--- config.mk ---
export PLATFORM = sky130hd
export DESIGN_NAME = pushpop_seq
export DESIGN_NICKNAME = d
export VERILOG_FILES = /design/src/rtl/pps_pkg.sv /design/src/rtl/pps_decode.sv /design/src/rtl/pps_hibit.sv /design/src/rtl/pushpop_seq.sv
export SDC_FILE = /design/constraint.sdc
export NUM_CORES = 1
export LEC_CHECK = 0
export BUFFER_PORTS_ARGS = -buffer_cell sky130_fd_sc_hd__clkbuf_2
export CAP_MARGIN = 0
export CORE_ASPECT_RATIO = 1.4
export CORE_MARGIN = 3
export CORE_UTILIZATION = 40
export CTS_BUF_LIST = sky130_fd_sc_hd__clkbuf_4 sky130_fd_sc_hd__clkbuf_8
export DETAILED_ROUTE_END_ITERATION = 7
export PLACE_DENSITY_LB_ADDON = 0.15
export SYNTH_ARGS = -nofsm -noshare
export SYNTH_HDL_FRONTEND = slang
export SYNTH_SLANG_ARGS = --single-unit
--- constraint.sdc ---
create_clock -name clk -period 4.9 [get_ports clk]
set_input_delay 0.49 -clock clk [delete_from_list [all_inputs] [get_ports clk]]
set_output_delay 0.49 -clock clk [all_outputs]
set_load 0.02 [all_outputs]
--- src/rtl/pps_pkg.sv ---
package pps_pkg;

  localparam int RIDX_W = 5;

  localparam logic [RIDX_W-1:0] RI_RA = 5'd1;
  localparam logic [RIDX_W-1:0] RI_SP = 5'd2;
  localparam logic [RIDX_W-1:0] RI_A0 = 5'd10;
  localparam logic [RIDX_W-1:0] RI_A1 = 5'd11;

  typedef enum logic [2:0] {
    OP_PUSH, OP_POP, OP_POPRET, OP_POPRETZ, OP_MVSA, OP_MVAS
  } op_e;

  typedef enum logic [3:0] {
    ST_IDLE, ST_SPRD, ST_WALK, ST_SPWR, ST_ZERO, ST_JUMP,
    ST_RDA, ST_RDB, ST_WRA, ST_WRB
  } st_e;

  // membership of register idx in a list of n registers (fixed join order)
  function automatic logic in_list(input int idx, input logic [3:0] n);
    if (idx == 1)                   return n >= 4'd1;
    else if (idx == 8)              return n >= 4'd2;
    else if (idx == 9)              return n >= 4'd3;
    else if (idx >= 18 && idx <= 25) return 32'(n) >= idx - 14;
    else if (idx == 26 || idx == 27) return n == 4'd13;
    else                            return 1'b0;
  endfunction

  function automatic logic [RIDX_W-1:0] sreg_map(input logic [2:0] raw);
    return (raw[2:1] == 2'b00) ? {2'b01, raw} : {2'b10, raw};
  endfunction

endpackage

--- src/rtl/pps_decode.sv ---
module pps_decode
  import pps_pkg::*;
#(
  parameter int NREG  = 32,
  parameter int ADJ_W = 8
) (
  input  logic [15:0]       instr,
  output logic              legal,
  output op_e               op,
  output logic [NREG-1:0]   mask,
  output logic [ADJ_W-1:0]  adj,
  output logic [RIDX_W-1:0] sel_a,
  output logic [RIDX_W-1:0] sel_b
);

  logic       fam, is_pp, is_mv;
  logic [3:0] lst, nregs;
  logic [6:0] base;

  assign fam   = (instr[1:0] == 2'b10) && (instr[15:13] == 3'b101);
  assign is_pp = fam && (instr[12:11] == 2'b11) && !instr[8];
  assign is_mv = fam && (instr[12:10] == 3'b011) && instr[5];
  assign lst   = instr[7:4];
  assign nregs = (lst == 4'hF) ? 4'd13 : lst - 4'd3;
  assign legal = (is_pp && (lst >= 4'd4)) || is_mv;

  always_comb begin
    if (is_mv) begin
      op = instr[6] ? OP_MVAS : OP_MVSA;
    end else begin
      case (instr[10:9])
        2'b00:   op = OP_PUSH;
        2'b01:   op = OP_POP;
        2'b10:   op = OP_POPRETZ;
        default: op = OP_POPRET;
      endcase
    end
  end

  for (genvar b = 0; b < NREG; b++) begin : g_mask
    assign mask[b] = in_list(b, nregs);
  end

  always_comb begin
    if (nregs > 4'd12)      base = 7'd64;
    else if (nregs > 4'd8)  base = 7'd48;
    else if (nregs > 4'd4)  base = 7'd32;
    else                    base = 7'd16;
  end

  assign adj   = ADJ_W'(base) + ADJ_W'({instr[3:2], 4'b0000});
  assign sel_a = sreg_map(instr[9:7]);
  assign sel_b = sreg_map(instr[4:2]);

endmodule

--- src/rtl/pps_hibit.sv ---
module pps_hibit #(
  parameter int N = 32,
  parameter int W = $clog2(N)
) (
  input  logic [N-1:0] vec,
  output logic [W-1:0] idx
);

  always_comb begin
    idx = '0;
    for (int i = 0; i < N; i++) begin
      if (vec[i]) idx = W'(i);
    end
  end

endmodule

--- src/rtl/pushpop_seq.sv ---
module pushpop_seq
  import pps_pkg::*;
#(
  parameter int XLEN  = 32,
  parameter int ADJ_W = 8
) (
  input  logic              clk,
  input  logic              rst_n,
  input  logic              in_valid,
  output logic              in_ready,
  input  logic [15:0]       in_instr,
  output logic              illegal,
  output logic [4:0]        rf_raddr,
  input  logic [XLEN-1:0]   rf_rdata,
  output logic              rf_we,
  output logic [4:0]        rf_waddr,
  output logic [XLEN-1:0]   rf_wdata,
  output logic              mem_req,
  output logic              mem_we,
  output logic [XLEN-1:0]   mem_addr,
  output logic [XLEN-1:0]   mem_wdata,
  input  logic [XLEN-1:0]   mem_rdata,
  input  logic              mem_stall,
  output logic              redir_valid,
  output logic [XLEN-1:0]   redir_target
);

  localparam int NREG = 1 << RIDX_W;
  localparam logic [XLEN-1:0] WB = XLEN'(XLEN / 8);

  // decode
  logic              dec_legal;
  op_e               dec_op;
  logic [NREG-1:0]   dec_mask;
  logic [ADJ_W-1:0]  dec_adj;
  logic [RIDX_W-1:0] dec_sa, dec_sb;

  pps_decode #(.NREG(NREG), .ADJ_W(ADJ_W)) u_dec (
    .instr (in_instr),
    .legal (dec_legal),
    .op    (dec_op),
    .mask  (dec_mask),
    .adj   (dec_adj),
    .sel_a (dec_sa),
    .sel_b (dec_sb)
  );

  // state
  st_e               st_q, st_d;
  op_e               op_q;
  logic [NREG-1:0]   mask_q, mask_d;
  logic [ADJ_W-1:0]  adj_q;
  logic [RIDX_W-1:0] sa_q, sb_q;
  logic [XLEN-1:0]   sp_q, addr_q, addr_d, ra_q, hold_a_q, hold_b_q;
  logic              mask_en, addr_en, sp_en, ra_en, ha_en, hb_en, load;

  logic [RIDX_W-1:0] cur;
  logic [NREG-1:0]   remain;
  logic              accept, step, is_push, last;
  logic [XLEN-1:0]   adjx;
  logic [RIDX_W-1:0] src_a, src_b, dst_a, dst_b;

  pps_hibit #(.N(NREG), .W(RIDX_W)) u_pick (
    .vec (mask_q),
    .idx (cur)
  );

  assign in_ready = (st_q == ST_IDLE);
  assign accept   = in_ready && in_valid;
  assign illegal  = accept && !dec_legal;
  assign load     = accept && dec_legal;
  assign is_push  = (op_q == OP_PUSH);
  assign adjx     = XLEN'(adj_q);
  assign step     = (st_q == ST_WALK) && !mem_stall;
  assign remain   = mask_q & ~(NREG'(1) << cur);
  assign last     = (remain == '0);

  assign src_a = (op_q == OP_MVSA) ? RI_A0 : sa_q;
  assign src_b = (op_q == OP_MVSA) ? RI_A1 : sb_q;
  assign dst_a = (op_q == OP_MVSA) ? sa_q  : RI_A0;
  assign dst_b = (op_q == OP_MVSA) ? sb_q  : RI_A1;

  // next state
  always_comb begin
    st_d = st_q;
    case (st_q)
      ST_IDLE: if (load) st_d = (dec_op == OP_MVSA || dec_op == OP_MVAS) ? ST_RDA : ST_SPRD;
      ST_SPRD: st_d = ST_WALK;
      ST_WALK: if (step && last) st_d = ST_SPWR;
      ST_SPWR: begin
        if (op_q == OP_POPRETZ)     st_d = ST_ZERO;
        else if (op_q == OP_POPRET) st_d = ST_JUMP;
        else                        st_d = ST_IDLE;
      end
      ST_ZERO: st_d = ST_JUMP;
      ST_JUMP: st_d = ST_IDLE;
      ST_RDA:  st_d = ST_RDB;
      ST_RDB:  st_d = ST_WRA;
      ST_WRA:  st_d = ST_WRB;
      ST_WRB:  st_d = ST_IDLE;
      default: st_d = ST_IDLE;
    endcase
  end

  always_ff @(posedge clk or negedge rst_n) begin
    if (!rst_n) st_q <= ST_IDLE;
    else        st_q <= st_d;
  end

  // datapath enables and next values
  always_comb begin
    mask_en = load || step;
    mask_d  = load ? dec_mask : remain;
    sp_en   = (st_q == ST_SPRD);
    addr_en = sp_en || step;
    if (sp_en) addr_d = is_push ? rf_rdata - WB : rf_rdata + adjx - WB;
    else       addr_d = addr_q - WB;
    ra_en   = step && !is_push && (cur == RI_RA);
    ha_en   = (st_q == ST_RDA);
    hb_en   = (st_q == ST_RDB);
  end

  always_ff @(posedge clk) begin
    if (load) begin
      op_q  <= dec_op;
      adj_q <= dec_adj;
      sa_q  <= dec_sa;
      sb_q  <= dec_sb;
    end
    if (mask_en) mask_q   <= mask_d;
    if (sp_en)   sp_q     <= rf_rdata;
    if (addr_en) addr_q   <= addr_d;
    if (ra_en)   ra_q     <= mem_rdata;
    if (ha_en)   hold_a_q <= rf_rdata;
    if (hb_en)   hold_b_q <= rf_rdata;
  end

  // register-file read port
  always_comb begin
    case (st_q)
      ST_SPRD: rf_raddr = RI_SP;
      ST_WALK: rf_raddr = cur;
      ST_RDA:  rf_raddr = src_a;
      ST_RDB:  rf_raddr = src_b;
      default: rf_raddr = '0;
    endcase
  end

  // register-file write port
  always_comb begin
    rf_we    = 1'b0;
    rf_waddr = '0;
    rf_wdata = '0;
    case (st_q)
      ST_WALK: begin
        rf_we    = step && !is_push;
        rf_waddr = cur;
        rf_wdata = mem_rdata;
      end
      ST_SPWR: begin
        rf_we    = 1'b1;
        rf_waddr = RI_SP;
        rf_wdata = is_push ? sp_q - adjx : sp_q + adjx;
      end
      ST_ZERO: begin
        rf_we    = 1'b1;
        rf_waddr = RI_A0;
      end
      ST_WRA: begin
        rf_we    = 1'b1;
        rf_waddr = dst_a;
        rf_wdata = hold_a_q;
      end
      ST_WRB: begin
        rf_we    = 1'b1;
        rf_waddr = dst_b;
        rf_wdata = hold_b_q;
      end
      default: ;
    endcase
  end

  // memory port and redirect
  assign mem_req      = (st_q == ST_WALK);
  assign mem_we       = mem_req && is_push;
  assign mem_addr     = addr_q;
  assign mem_wdata    = rf_rdata;
  assign redir_valid  = (st_q == ST_JUMP);
  assign redir_target = ra_q;

endmodule

-- Word-level counts from Yosys, hierarchy flattened
Index checks and enable logic that the tools add are counted.
- register bits: 217
- input bits: 84
- output and inout bits: 144
- logic and storage cells: 151
- add/subtract/negate cells: 8
- magnitude comparators: 15
- eq/ne operators: 25
- shift-type cells: 1
- mux-type cells: 58
- bitwise gates (word level): 2
- reduce and logical (&&, ||, !) cells: 30
- operator list (kind ; count):
    32-bit one-hot mux with 4 select lines ; 1
    5-bit two-way mux ; 22
    32-bit two-way mux ; 3
    32-bit by 3-bit subtractor with 32-bit output (second input constant) ; 3
    32-bit by 8-bit adder with 32-bit output ; 2
    4-bit two-way mux ; 11
    32-bit bitwise AND ; 1
    32-bit logical NOT ; 1
    32-bit NOT ; 1
    4-bit one-hot mux with 8 select lines ; 1
    1-bit by 5-bit left shift with 32-bit output (first input constant) ; 1
    32-bit by 8-bit subtractor with 32-bit output ; 1
    28-bit two-way mux ; 1
    5-bit one-hot mux with 5 select lines ; 1
    3-bit two-way mux ; 8
    4-bit by 3-bit greater-or-equal comparator with 1-bit output (second input constant) ; 5
    5-bit one-hot mux with 4 select lines ; 1
    4-bit by 3-bit == test with 1-bit output (second input constant) ; 4
    4-bit == test (second input constant) ; 4
    4-bit greater-or-equal comparator (second input constant) ; 4
    1-bit logical AND ; 14
    7-bit two-way mux ; 2
    3-bit == test (second input constant) ; 4
    3-bit by 2-bit == test with 1-bit output (second input constant) ; 3
    24 further kinds ; 40

-- Logic depth before layout (Yosys ltp)
- depth after elaboration: 38
- gate-level depth with buffers: 15
- depth with buffers taken out: 15

-- Cells and area by module
Synthesis repeated with hierarchy kept, for this count alone.
- cell total of the unflattened synthesis: 1584
- area total of the unflattened synthesis: 15493.6 sq um
- modules (own cells, without submodules) (module ; times used ; cells each ; area each (sq um) ; seq. area each (sq um)):
    pushpop_seq ; 1 ; 1388 ; 14204.9 ; 6496.2
    pps_decode ; 1 ; 136 ; 935.9 ; 0.0
    pps_hibit ; 1 ; 60 ; 352.8 ; 0.0

-- Worst setup path before layout
No wires, ideal clock.
- kind: register to register
- start point: reg mask_q[7]
- end point: reg ra_q[0] (netlist: redir_target[0]) (enable)
- library setup time: 0.461 ns
- data arrival time: 3.997 ns
- data required time: 4.439 ns
- path slack: 0.442 ns
- stages on the path, launching flop included: 7
- buffers on the path: 0
- period minus slack after synthesis: 4.458 ns
- cells stage by stage: edfxtp_1 or4_1 a211oi_1 o21ai_1 a21oi_2 o31ai_1 nor3_1
- longest elaborated chain between the ends: 27
- RTL lines (what ; line ; text):
    from (decl) ; pushpop_seq.sv:51 ; logic [NREG-1:0] mask_q, mask_d;
    from (signal assigned) ; pushpop_seq.sv:130 ; if (mask_en) mask_q <= mask_d;
    3-bit two-way mux ; pps_hibit.sv:12 ; if (vec[i]) idx = W'(i);
    4-bit two-way mux (8 in series) ; pps_hibit.sv:12 ;
    5-bit two-way mux (16 in series) ; pps_hibit.sv:12 ;
    5-bit by 1-bit == test with 1-bit output ; pushpop_seq.sv:118 ; ra_en = step && !is_push && (cur == RI_RA);
    1-bit logical AND ; pushpop_seq.sv:118 ;
    via ra_en ; pushpop_seq.sv:55 ; logic mask_en, addr_en, sp_en, ra_en, ha_en, hb_en, load;
    to (signal assigned) ; pushpop_seq.sv:133 ; if (ra_en) ra_q <= mem_rdata;
    to (decl) ; pushpop_seq.sv:54 ; logic [XLEN-1:0] sp_q, addr_q, addr_d, ra_q, hold_a_q, hold_b_q;
The timed path passes the listed nets, and every way through them passes these cells.
A chain may end at the register's enable or synchronous reset.

-- Final worst setup path
- start point: reg op_q[2]
- end point: out rf_wdata[30]
- longest elaborated chain between the ends: 3
- RTL lines (what ; line ; text):
    from (decl) ; pushpop_seq.sv:50 ; op_e op_q;
    from (signal assigned) ; pushpop_seq.sv:125 ; op_q <= dec_op;
    3-bit logical NOT ; pushpop_seq.sv:72 ; assign is_push = (op_q == OP_PUSH);
    32-bit two-way mux ; pushpop_seq.sv:163 ; rf_wdata = is_push ? sp_q - adjx : sp_q + adjx;
    32-bit one-hot mux with 4 select lines ; pushpop_seq.sv:154 ; case (st_q)
    to (decl) ; pushpop_seq.sv:17 ; output logic [XLEN-1:0] rf_wdata,
Every way passes these cells.

==> qor.txt <==
status = finished, final reports clean
FFs w/ async S/R, synth = 0.0188
Tcrit/Tclk final = 0.944
main combinational cell family by area after synthesis = compound AO/OA/AOI/OAI gates
Synth Area in XOR/XNOR = 0.0673
die area = 36100 um2
Pwr Density = 422 nW/um2
CP max FO = 6
Final Hold Vio Count = 0
commonest non-fill, non-tap cell in the layout = clkbuf_2
mux cell area share after synthesis = 0.00610
CP Class = flop to output port
Via density = 5.62
Worst slew margin = 0.275
Setup Skew = 0.0273 ns
kind of end point of the critical path = output port
HP Class = primary input to flop
worst endpoint data arrival time = 4.14 ns
total vias in the final route = 11200
synth top area cells = edfxtp_1, ha_1, xnor2_1, o21ai_0, a21oi_1
vias in the first global route = 11400
Worst VDD drop = 0.284 mV
Avg WL per Cell = 21.2 um
post-route antenna net violation count = 0
DR WL met2 = 23.0 mm
Root Driver = clkbuf_8
sequential share of power = 0.398
Simple-Gate Fraction of Synth Area = 0.137
Int Power = 4.08 mW
synthesized area = 13500 um2
hold_ws = 0.118 ns
sequential fraction of the synthesis area = 0.471
sw frac = 0.391
fill count = 3154
floorplan row count = 79
uppermost layer routed = met4
Switch Pwr = 2.62 mW
starting density of the core = 0.407
Final TNS setup = 0 ns
Num CTS Buffers = 37
final net count = 1698
worst slew pin tran = 1.09 ns
Yosys cell types = 81
Worst EP required = 4.41 ns
Clock Power Share = 0.250
net count after synthesis = 1479
total routed wirelength = 42.4 mm
area grow syn2layout = 17.4%
leak pwr = 6.30 nW
first-pass GRT wire length = 64.7 mm
initial antenna violation count = 0
Avg Cell Area, Syn = 10.4 um2
clock latency on the worst-skew pair = 0.57 ns
CTS clock-pin slew for the worst setup and hold paths = 0.06 ns
met3 wire length = 2.19 mm
CP Launch Type = flop
remaining routing DRC violations = 0
Tot GR Track Use = 0.230
FMAX = 216 MHz
final setup vio count = 0
CTS tree = done
largest net degree at the start of global routing = 42
I/O pin count = 228
Logic pwr share = 0.351
drt first pass iters = 7
die width = 162 um
Die Ht = 224 um
complex-gate fraction of the synthesized area = 0.177
Inserted Diodes = 0
Post-synth EDFFs = 209
RD Place Congestion = 0.948
cell accounting for the most synthesized area = edfxtp_1
core footprint = 33300 um2
Synth Register Bits = 213
Final min period = 4.63 ns
# clock sinks = 213
most frequent cells in the layout = clkbuf_2, edfxtp_1, o21ai_0
grt ovf = 0
HPWL after DPL = 31.9 mm
met1 wire length = 15.2 mm
Slew Limit Fails = 0
Top FF cell, synth = edfxtp_1
PortBufs = 227
Initial DRC Count = 697
maximum capacitance violations = 0
RSZ-0062 raised after global routing = false
clock buffer depth = 3
adder-cell share of the synthesized area = 0.0878
share of cells above drive strength 1 = 0.226
share of the synthesized area in the top cell type = 0.463
Syn Inst Count = 1302
synth warn = 0
H-tree levels = 2
flip-flops by register name, summed over array words and instances (netlist names):
signal / flops
adj_q: 4
mask_q: 32
redir_target: 32
sb_q: 5
sa_q: 5
sp_q: 32
st_q: 4
hold_a_q: 32
mem_addr: 32
op_q: 3
hold_b_q: 32
per-layer routing:
| layer | up-vias | track usage |
|---|---|---|
| li1 | 5324 | - |
| met1 | 5419 | 0.247 |
| met2 | 372 | 0.439 |
| met3 | 97 | 0.0344 |
| met4 | 0 | 0.108 |
| met5 | - | 0 |
kinds of logic (layout without fill, tap and decap cells):
| family | Yosys count | count (layout) |
|---|---|---|
| AOI/OAI and AO/OA | 364 | 364 |
| xor gates and xnor gates | 104 | 104 |
| adders and majority gates | 94 | 94 |
| buffers and inverters | 159 | 407 |
| DFF | 213 | 213 |
| muxes | 8 | 8 |
| other | 1 | 1 |
| and+or+nand+nor | 359 | 359 |
layout make-up:
| cell class | instances | area, um2 | area share |
|---|---|---|---|
| multi-input combinational | 930 | 6560 | 0.412 |
| sequential | 213 | 6380 | 0.401 |
| clock inverter | 20 | 144 | 0.00905 |
| tap | 445 | 557 | 0.0350 |
| timing repair buffer | 251 | 1330 | 0.0837 |
| clock buffer | 48 | 604 | 0.0380 |
| inverter | 88 | 330 | 0.0208 |
power groups by stage:
| stage | Combinational (mW) | Sequential (mW) | Clock (mW) |
|---|---|---|---|
| CTS | 2.39 | 2.67 | 1.72 |
| global route | 2.56 | 2.71 | 1.81 |
| floorplan | 1.42 | 2.74 | 0 |
| finish | 2.36 | 2.67 | 1.68 |
| detailed placement | 2.38 | 2.70 | 0 |
| global placement | 2.37 | 2.70 | 0 |
final timing paths:
path	slack, ns	endpoint	depth (start not counted)	startpoint
setup / recovery	0.27	rf_wdata[30]	13	op_q[2]
hold / removal	0.12	redir_target[9]	1	mem_rdata[9]
setup reg to reg	1.09	mem_addr[24]	13	adj_q[6]
hold reg to reg	0.66	mask_q[0]	1	mask_q[0]
max in group asynchronous	4.48	st_q[3]	2	rst_n
min in group asynchronous	0.29	st_q[1]	2	rst_n
Yosys cell counts, drive strengths merged (14+ instances only):
| cell type | instances |
|---|---|
| a21o | 17 |
| a21oi | 76 |
| a222oi | 27 |
| buf | 35 |
| clkbuf | 36 |
| edfxtp | 209 |
| ha | 91 |
| inv | 87 |
| nand2 | 81 |
| nand2b | 19 |
| nand3 | 28 |
| nor2 | 90 |
| nor3 | 28 |
| nor4 | 21 |
| o211ai | 19 |
| o21ai | 108 |
| o31ai | 16 |
| or3 | 14 |
| xnor2 | 82 |
| xor2 | 22 |
critical path, stage by stage, from the launching register on:
cell and delay (ns):
edfxtp_1 0.47, or3_1 0.47, nand2b_2 0.20, ha_1 0.31, a211o_1 0.31, o221a_2 0.27
o211ai_1 0.19, o31ai_2 0.10, a221o_1 0.35, a21o_1 0.21, a21oi_1 0.18, xor2_1 0.24
o21ai_1 0.08, buf_2 0.21
stage by stage:
step / power [mW] / util / setup WS, ns / cells / area [um2]
global placement: 5.07 / 0.452 / 0.589 / 1924 / 15100
global route: 7.08 / 0.477 / 0.00703 / 1995 / 15900
floorplan: 4.16 / - / 0.442 / 1302 / 13500
detailed placement: 5.08 / 0.452 / 0.474 / 1924 / 15100
CTS: 6.78 / 0.475 / 0.0789 / 1993 / 15800
finish: 6.70 / 0.477 / 0.274 / 1995 / 15900
timing repair:
| item | CTS | global route |
|---|---|---|
| endpoints found under the setup margin | 1 | 3 |
| gates resized for setup | 2 | 10 |
| buffers inserted | 0 | 2 |
| pin swaps | 0 | 3 |
| hold buffers | 1 | 0 |
| cloned | 0 | 0 |
| endpoints found under the hold margin | 4 | 0 |
Power figures use the tool's default switching activity.
